[src/rtl/shift_operand_pkg.sv]
package shift_operand_pkg;

  typedef enum logic [1:0] {
    SK_LSL = 2'b00,
    SK_LSR = 2'b01,
    SK_ASR = 2'b10,
    SK_ROR = 2'b11
  } shift_kind_e;

  // Case classes produced by the count decoder
  typedef enum logic [2:0] {
    CL_PASS   = 3'd0,  // operand unchanged, incoming carry kept
    CL_NORM   = 3'd1,  // ordinary shift/rotate by 1..W-1
    CL_FULL   = 3'd2,  // shift by exactly W
    CL_BEYOND = 3'd3,  // shift by more than W
    CL_RRX    = 3'd4,  // one-bit rotate through carry
    CL_RORW   = 3'd5   // nonzero rotate that is a multiple of W
  } shift_class_e;

endpackage

[src/rtl/shift_rotator.sv]
module shift_rotator #(
  parameter int W  = 32,
  localparam int AW = $clog2(W)
) (
  input  logic [W-1:0]  din,
  input  logic [AW-1:0] amt,
  output logic [W-1:0]  dout
);

  logic [W-1:0] stg [0:AW];

  assign stg[0] = din;

  generate
    for (genvar s = 0; s < AW; s++) begin : g_stage
      localparam int SH = 1 << s;
      assign stg[s+1] = amt[s] ? {stg[s][SH-1:0], stg[s][W-1:SH]} : stg[s];
    end
  endgenerate

  assign dout = stg[AW];

  // Rotation never creates or destroys set bits
  always_comb begin
    assert_rot_keeps_ones_R2: assert ($countones(dout) == $countones(din))
      else $error("rotator changed the population count");
  end

endmodule

[src/rtl/shift_count_decode.sv]
module shift_count_decode
  import shift_operand_pkg::*;
#(
  parameter int W   = 32,
  parameter int RAW = 8,
  localparam int AW = $clog2(W)
) (
  input  shift_kind_e   kind,
  input  logic          from_reg,
  input  logic [RAW-1:0] reg_amt,
  input  logic [AW-1:0] imm_amt,
  output shift_class_e  cls,
  output logic [AW-1:0] amt_n,
  output logic [AW-1:0] rot_amt
);

  always_comb begin
    cls   = CL_NORM;
    amt_n = '0;
    if (from_reg) begin
      amt_n = reg_amt[AW-1:0];
      if (reg_amt == '0) begin
        cls = CL_PASS;
      end else if (kind == SK_ROR) begin
        cls = (reg_amt[AW-1:0] == '0) ? CL_RORW : CL_NORM;
      end else if (int'(reg_amt) < W) begin
        cls = CL_NORM;
      end else if (int'(reg_amt) == W) begin
        cls = CL_FULL;
      end else begin
        cls = CL_BEYOND;
      end
    end else begin
      amt_n = imm_amt;
      if (imm_amt == '0) begin
        unique case (kind)
          SK_LSL:  cls = CL_PASS;
          SK_LSR:  cls = CL_FULL;
          SK_ASR:  cls = CL_FULL;
          default: cls = CL_RRX;
        endcase
      end else begin
        cls = CL_NORM;
      end
    end
  end

  // A left shift by n is a right rotate by W-n (mod W)
  assign rot_amt = (kind == SK_LSL) ? (AW'(0) - amt_n) : amt_n;

  always_comb begin
    if (cls == CL_NORM) begin
      assert_norm_nonzero_R2: assert (amt_n != '0)
        else $error("normal shift decoded with a zero count");
    end
  end

endmodule

[src/rtl/rot_const_unit.sv]
module rot_const_unit #(
  parameter int W  = 32,
  parameter int CW = 8,
  parameter int RW = 4,
  localparam int AW = $clog2(W)
) (
  input  logic [CW-1:0] konst,
  input  logic [RW-1:0] rot,
  input  logic          carry_in,
  output logic [W-1:0]  value,
  output logic          carry_out
);

  logic [AW-1:0] amt2;

  assign amt2 = AW'({rot, 1'b0});

  shift_rotator #(.W(W)) u_rot (
    .din  ({{(W-CW){1'b0}}, konst}),
    .amt  (amt2),
    .dout (value)
  );

  assign carry_out = (rot == '0) ? carry_in : value[W-1];

  always_comb begin
    if (rot == '0) begin
      assert_const_unrotated_R11: assert (value == {{(W-CW){1'b0}}, konst} && carry_out == carry_in)
        else $error("unrotated constant altered");
    end
  end

endmodule

[src/rtl/shift_operand_gen.sv]
module shift_operand_gen
  import shift_operand_pkg::*;
#(
  parameter int W   = 32,
  parameter int RAW = 8,
  parameter int CW  = 8,
  parameter int RW  = 4,
  localparam int AW = $clog2(W)
) (
  input  logic [W-1:0]   opnd_i,
  input  logic [RAW-1:0] reg_amt_i,
  input  logic [AW-1:0]  imm_amt_i,
  input  logic [1:0]     kind_i,
  input  logic           amt_from_reg_i,
  input  logic           carry_i,
  input  logic           rot_imm_mode_i,
  input  logic [CW-1:0]  const_i,
  input  logic [RW-1:0]  rot_i,
  output logic [W-1:0]   result_o,
  output logic           carry_o
);

  shift_kind_e  kind;
  shift_class_e cls;
  logic [AW-1:0] amt_n;
  logic [AW-1:0] rot_amt;
  logic [W-1:0]  rotated;
  logic [W-1:0]  lo_mask;
  logic [W-1:0]  hi_mask;
  logic [W-1:0]  sign_fill;
  logic [W-1:0]  sh_res;
  logic          sh_carry;
  logic [W-1:0]  k_res;
  logic          k_carry;

  assign kind = shift_kind_e'(kind_i);

  shift_count_decode #(.W(W), .RAW(RAW)) u_dec (
    .kind     (kind),
    .from_reg (amt_from_reg_i),
    .reg_amt  (reg_amt_i),
    .imm_amt  (imm_amt_i),
    .cls      (cls),
    .amt_n    (amt_n),
    .rot_amt  (rot_amt)
  );

  shift_rotator #(.W(W)) u_rot (
    .din  (opnd_i),
    .amt  (rot_amt),
    .dout (rotated)
  );

  rot_const_unit #(.W(W), .CW(CW), .RW(RW)) u_const (
    .konst     (const_i),
    .rot       (rot_i),
    .carry_in  (carry_i),
    .value     (k_res),
    .carry_out (k_carry)
  );

  assign lo_mask   = ~({W{1'b1}} << amt_n);
  assign hi_mask   = ~({W{1'b1}} >> amt_n);
  assign sign_fill = {W{opnd_i[W-1]}};

  always_comb begin
    sh_res   = opnd_i;
    sh_carry = carry_i;
    unique case (cls)
      CL_PASS: begin
        sh_res   = opnd_i;
        sh_carry = carry_i;
      end
      CL_NORM: begin
        unique case (kind)
          SK_LSL: begin
            sh_res   = rotated & ~lo_mask;
            sh_carry = rotated[0];
          end
          SK_LSR: begin
            sh_res   = rotated & ~hi_mask;
            sh_carry = rotated[W-1];
          end
          SK_ASR: begin
            sh_res   = (rotated & ~hi_mask) | (sign_fill & hi_mask);
            sh_carry = rotated[W-1];
          end
          default: begin
            sh_res   = rotated;
            sh_carry = rotated[W-1];
          end
        endcase
      end
      CL_FULL: begin
        unique case (kind)
          SK_LSL: begin
            sh_res   = '0;
            sh_carry = opnd_i[0];
          end
          SK_ASR: begin
            sh_res   = sign_fill;
            sh_carry = opnd_i[W-1];
          end
          default: begin
            sh_res   = '0;
            sh_carry = opnd_i[W-1];
          end
        endcase
      end
      CL_BEYOND: begin
        if (kind == SK_ASR) begin
          sh_res   = sign_fill;
          sh_carry = opnd_i[W-1];
        end else begin
          sh_res   = '0;
          sh_carry = 1'b0;
        end
      end
      CL_RRX: begin
        sh_res   = {carry_i, opnd_i[W-1:1]};
        sh_carry = opnd_i[0];
      end
      default: begin
        sh_res   = opnd_i;
        sh_carry = opnd_i[W-1];
      end
    endcase
  end

  assign result_o = rot_imm_mode_i ? k_res   : sh_res;
  assign carry_o  = rot_imm_mode_i ? k_carry : sh_carry;

  always_comb begin
    if (!rot_imm_mode_i && amt_from_reg_i && reg_amt_i == '0) begin
      assert_reg_zero_pass_R1: assert (result_o == opnd_i && carry_o == carry_i)
        else $error("zero register count did not pass through");
    end
    if (!rot_imm_mode_i && amt_from_reg_i && kind_i == 2'b10 && int'(reg_amt_i) >= W) begin
      assert_asr_large_fill_R6: assert (result_o == {W{opnd_i[W-1]}} && carry_o == opnd_i[W-1])
        else $error("large arithmetic shift not sign-filled");
    end
    if (!rot_imm_mode_i && !amt_from_reg_i && kind_i == 2'b11 && imm_amt_i == '0) begin
      assert_rrx_bits_R10: assert (result_o[W-2:0] == opnd_i[W-1:1] && result_o[W-1] == carry_i
                                   && carry_o == opnd_i[0])
        else $error("rotate through carry misplaced bits");
    end
    if (rot_imm_mode_i) begin
      assert_const_popcount_R12: assert ($countones(result_o) == $countones(const_i))
        else $error("rotated constant bit count differs from constant");
    end
  end

endmodule

[config.mk]
export PLATFORM = sky130hd
export DESIGN_NAME = shift_operand_gen
export DESIGN_NICKNAME = d
export VERILOG_FILES = /design/src/rtl/shift_operand_pkg.sv /design/src/rtl/shift_rotator.sv /design/src/rtl/shift_count_decode.sv /design/src/rtl/rot_const_unit.sv /design/src/rtl/shift_operand_gen.sv
export SDC_FILE = /design/constraint.sdc
export NUM_CORES = 1
export LEC_CHECK = 0
export BUFFER_PORTS_ARGS = -buffer_cell sky130_fd_sc_hd__buf_2
export CORE_UTILIZATION = 54
export DETAILED_ROUTE_END_ITERATION = 16
export PLACE_DENSITY = 0.83
export REMOVE_ABC_BUFFERS = 1
export SYNTH_ARGS = -nofsm -noshare
export SYNTH_HDL_FRONTEND = slang
export SYNTH_SLANG_ARGS = --single-unit
[constraint.sdc]
create_clock -name vclk -period 5.3
set_clock_uncertainty 0.15 [all_clocks]
set_input_delay 1.06 -clock vclk [all_inputs]
set_output_delay 1.06 -clock vclk [all_outputs]
set_load 0.02 [all_outputs]
==> impl_metrics.tcl <==
set metrics [dict create \
    synthXorXnorAreaFrac 0.00327 \
    finalSetupTns_ns 0 \
    antenna_left 0 \
    grt_max_degree 40 \
    worstPathRequired_ns 4.09 \
    rsz0062_at_grt "true" \
    globalRouteOverflowTotal 0 \
    drive_gt1_frac 0.321 \
    dieArea_um2 10300 \
    drv_cap 0 \
    clockBufferCount 0 \
    tightest_slew_ns 0.759 \
    worst_setup_path_end_kind "primary output" \
    register_area_um2 0 \
    fin_area_um2 6770 \
    critPathKind "primary input to primary output" \
    grt_pass1_wl_um 40100 \
    min-delay-start "rot_i[3]" \
    whs_ns 2.48 \
    grt_pass1_vias 7056 \
    rows 35 \
    die-height_um 102 \
    synth_cells 780 \
    yosysTopAreaCell "mux2i_1" \
    synth_top_area_share 0.110 \
    hold_viol 0 \
    synth_mux_area_frac 0.288 \
    design.final.nets 969 \
    cp.arrival_ns 4.09 \
    synth_area_um2 5350 \
    drt-total-wl_um 27900 \
    status "finished, final reports clean" \
    die_w_um 102 \
    slew_headroom 0.492 \
    grt_usage 0.518 \
    hold_path_end "result_o[15]" \
    drc 0 \
    cp_max_fo 6 \
    fillCellCount 803 \
    synth_top_family_by_area "compound AO/OA/AOI/OAI gates" \
    min_path_cells 4 \
    hold_path_class "primary input to primary output" \
    num_vias 7929 \
    vias_per_cell 7.74 \
    yosys_warnings 0 \
    fin_crit_sh 1.00 \
    cts_hold_buf 0 \
    syn_avg_cell_area_um2 6.86 \
    wl_per_cell_um 27.2 \
    fmax_mhz 189 \
    nFlopsAndLatches 0 \
    worst_slack_ns 0.00188 \
    drt_iter0_markers 1442 \
    gp_congestion 1.12 \
    pin_count 95 \
    first_pass_iters 8 \
    setup_viol 0 \
    yosysUniqueCellTypes 73 \
    antenna_found_initial 1 \
    netlist_top_cells_area "mux2i_1 11%, mux4_2 10%, a21oi_1 7.3%, o21ai_0 7.2%, nand2_1 6.2%" \
    pre_cts_ws_ns -0.173 \
    start_kind "primary input" \
    dp_hpwl_um 20500 \
    core_area_um2 9420 \
    min_period_ns 5.30 \
    yosysSeqAreaShare 0 \
    report.final.slew_viol_count 0 \
    initial_core_util 0.568 \
    place_area_um2 6390 \
    synth-compound-area-share 0.407 \
    syn2layout_area_growth_pct 26.6 \
    synth-simple-area-share 0.204 \
    port_buffers 95 \
    synthAdderAreaFrac 0.0234 \
]
## synth_stat cells, drive strengths merged (8+ instances only)
cell type  count
nand2         89
o21ai         79
a21oi         78
mux2i         62
nor2          61
clkbuf        45
mux4          30
buf           25
nand3         23
a31oi         22
inv           19
o211ai        19
o22ai         19
mux2          17
a221oi        14
a22oi         12
nor3          12
or3           12
a211oi        10
ha            10
a2bb2oi        9
or2            8
## critical path: stages
cell and delay, ns:
buf_6 0.11, mux2i_4 0.30, ha_4 0.17, inv_1 0.06, ha_4 0.24, nor2b_4 0.20, a21oi_4 0.06, buf_12 0.15
buf_4 0.15, mux4_2 0.24, mux2i_2 0.10, mux2i_1 0.22, nor2_1 0.06, or4_4 0.52, a221oi_2 0.26, buf_4 0.19
## metal layers
| metal | GRT usage | vias to the layer above | routed length [um] |
|---|---|---|---|
| met5 | 0 | - | 0 |
| met4 | 0.352 | 0 | 2680 |
| met3 | 0.153 | 260 | 4430 |
| met2 | 0.772 | 797 | 11300 |
| met1 | 0.641 | 3548 | 9470 |
| li1 | - | 3324 | - |
## per-stage QoR
stage,instances,util
finish,1025,0.719
global route,1024,0.719
CTS,1017,0.684
detailed placement,1015,0.679
global placement,1015,0.679
floorplan,710,-
## area by class of cell
class	count	area (um2)	area share
Tap cell	129	161	0.0238
Antenna cell	1	2.50	0.000369
Multi-Input combinational cell	690	5200	0.768
Inverter	20	75.1	0.0111
Timing Repair Buffer	185	1330	0.196
## worst max-delay path by stage
| stage | from | end | slack [ns] | depth (start not counted) |
|---|---|---|---|---|
| 6_report | amt_from_reg_i | result_o[3] | 0.002 | 16 |
| 3_3_place_gp | amt_from_reg_i | result_o[5] | -0.11 | 15 |
| 4_1_cts | amt_from_reg_i | result_o[0] | 0.006 | 13 |
| 2_1_floorplan | amt_from_reg_i | result_o[2] | -1.37 | 12 |
| 3_5_place_dp | amt_from_reg_i | result_o[5] | -0.17 | 15 |
| 5_1_grt | amt_from_reg_i | result_o[3] | -0.16 | 16 |
## repair_timing
item | CTS | global route
endpoints found under the setup margin | 10 | 33
buffers inserted | 2 | 4
gates resized for setup | 9 | 56
gates cloned | 0 | 3
pin swaps | 0 | 8
## cell families after synthesis
family,count (synthesis)
adder cells (fa/ha/maj),10
XOR/XNOR,2
buffers and inverters,90
multiplexers,109
AO/OA/AOI/OAI,331
AND/OR/NAND/NOR,238
## layout by cell type, fill, tap and decap left out, drive strengths merged, types with 10 or more instances in the layout
cell type    n
a211oi      10
a21oi       78
a221oi      14
a22oi       12
a31oi       22
buf        182
ha          10
inv         19
mux2        17
mux2i       62
mux4        30
nand2       89
nand3       23
nor2        61
nor3        12
o211ai      19
o21ai       79
o22ai       19
or3         12
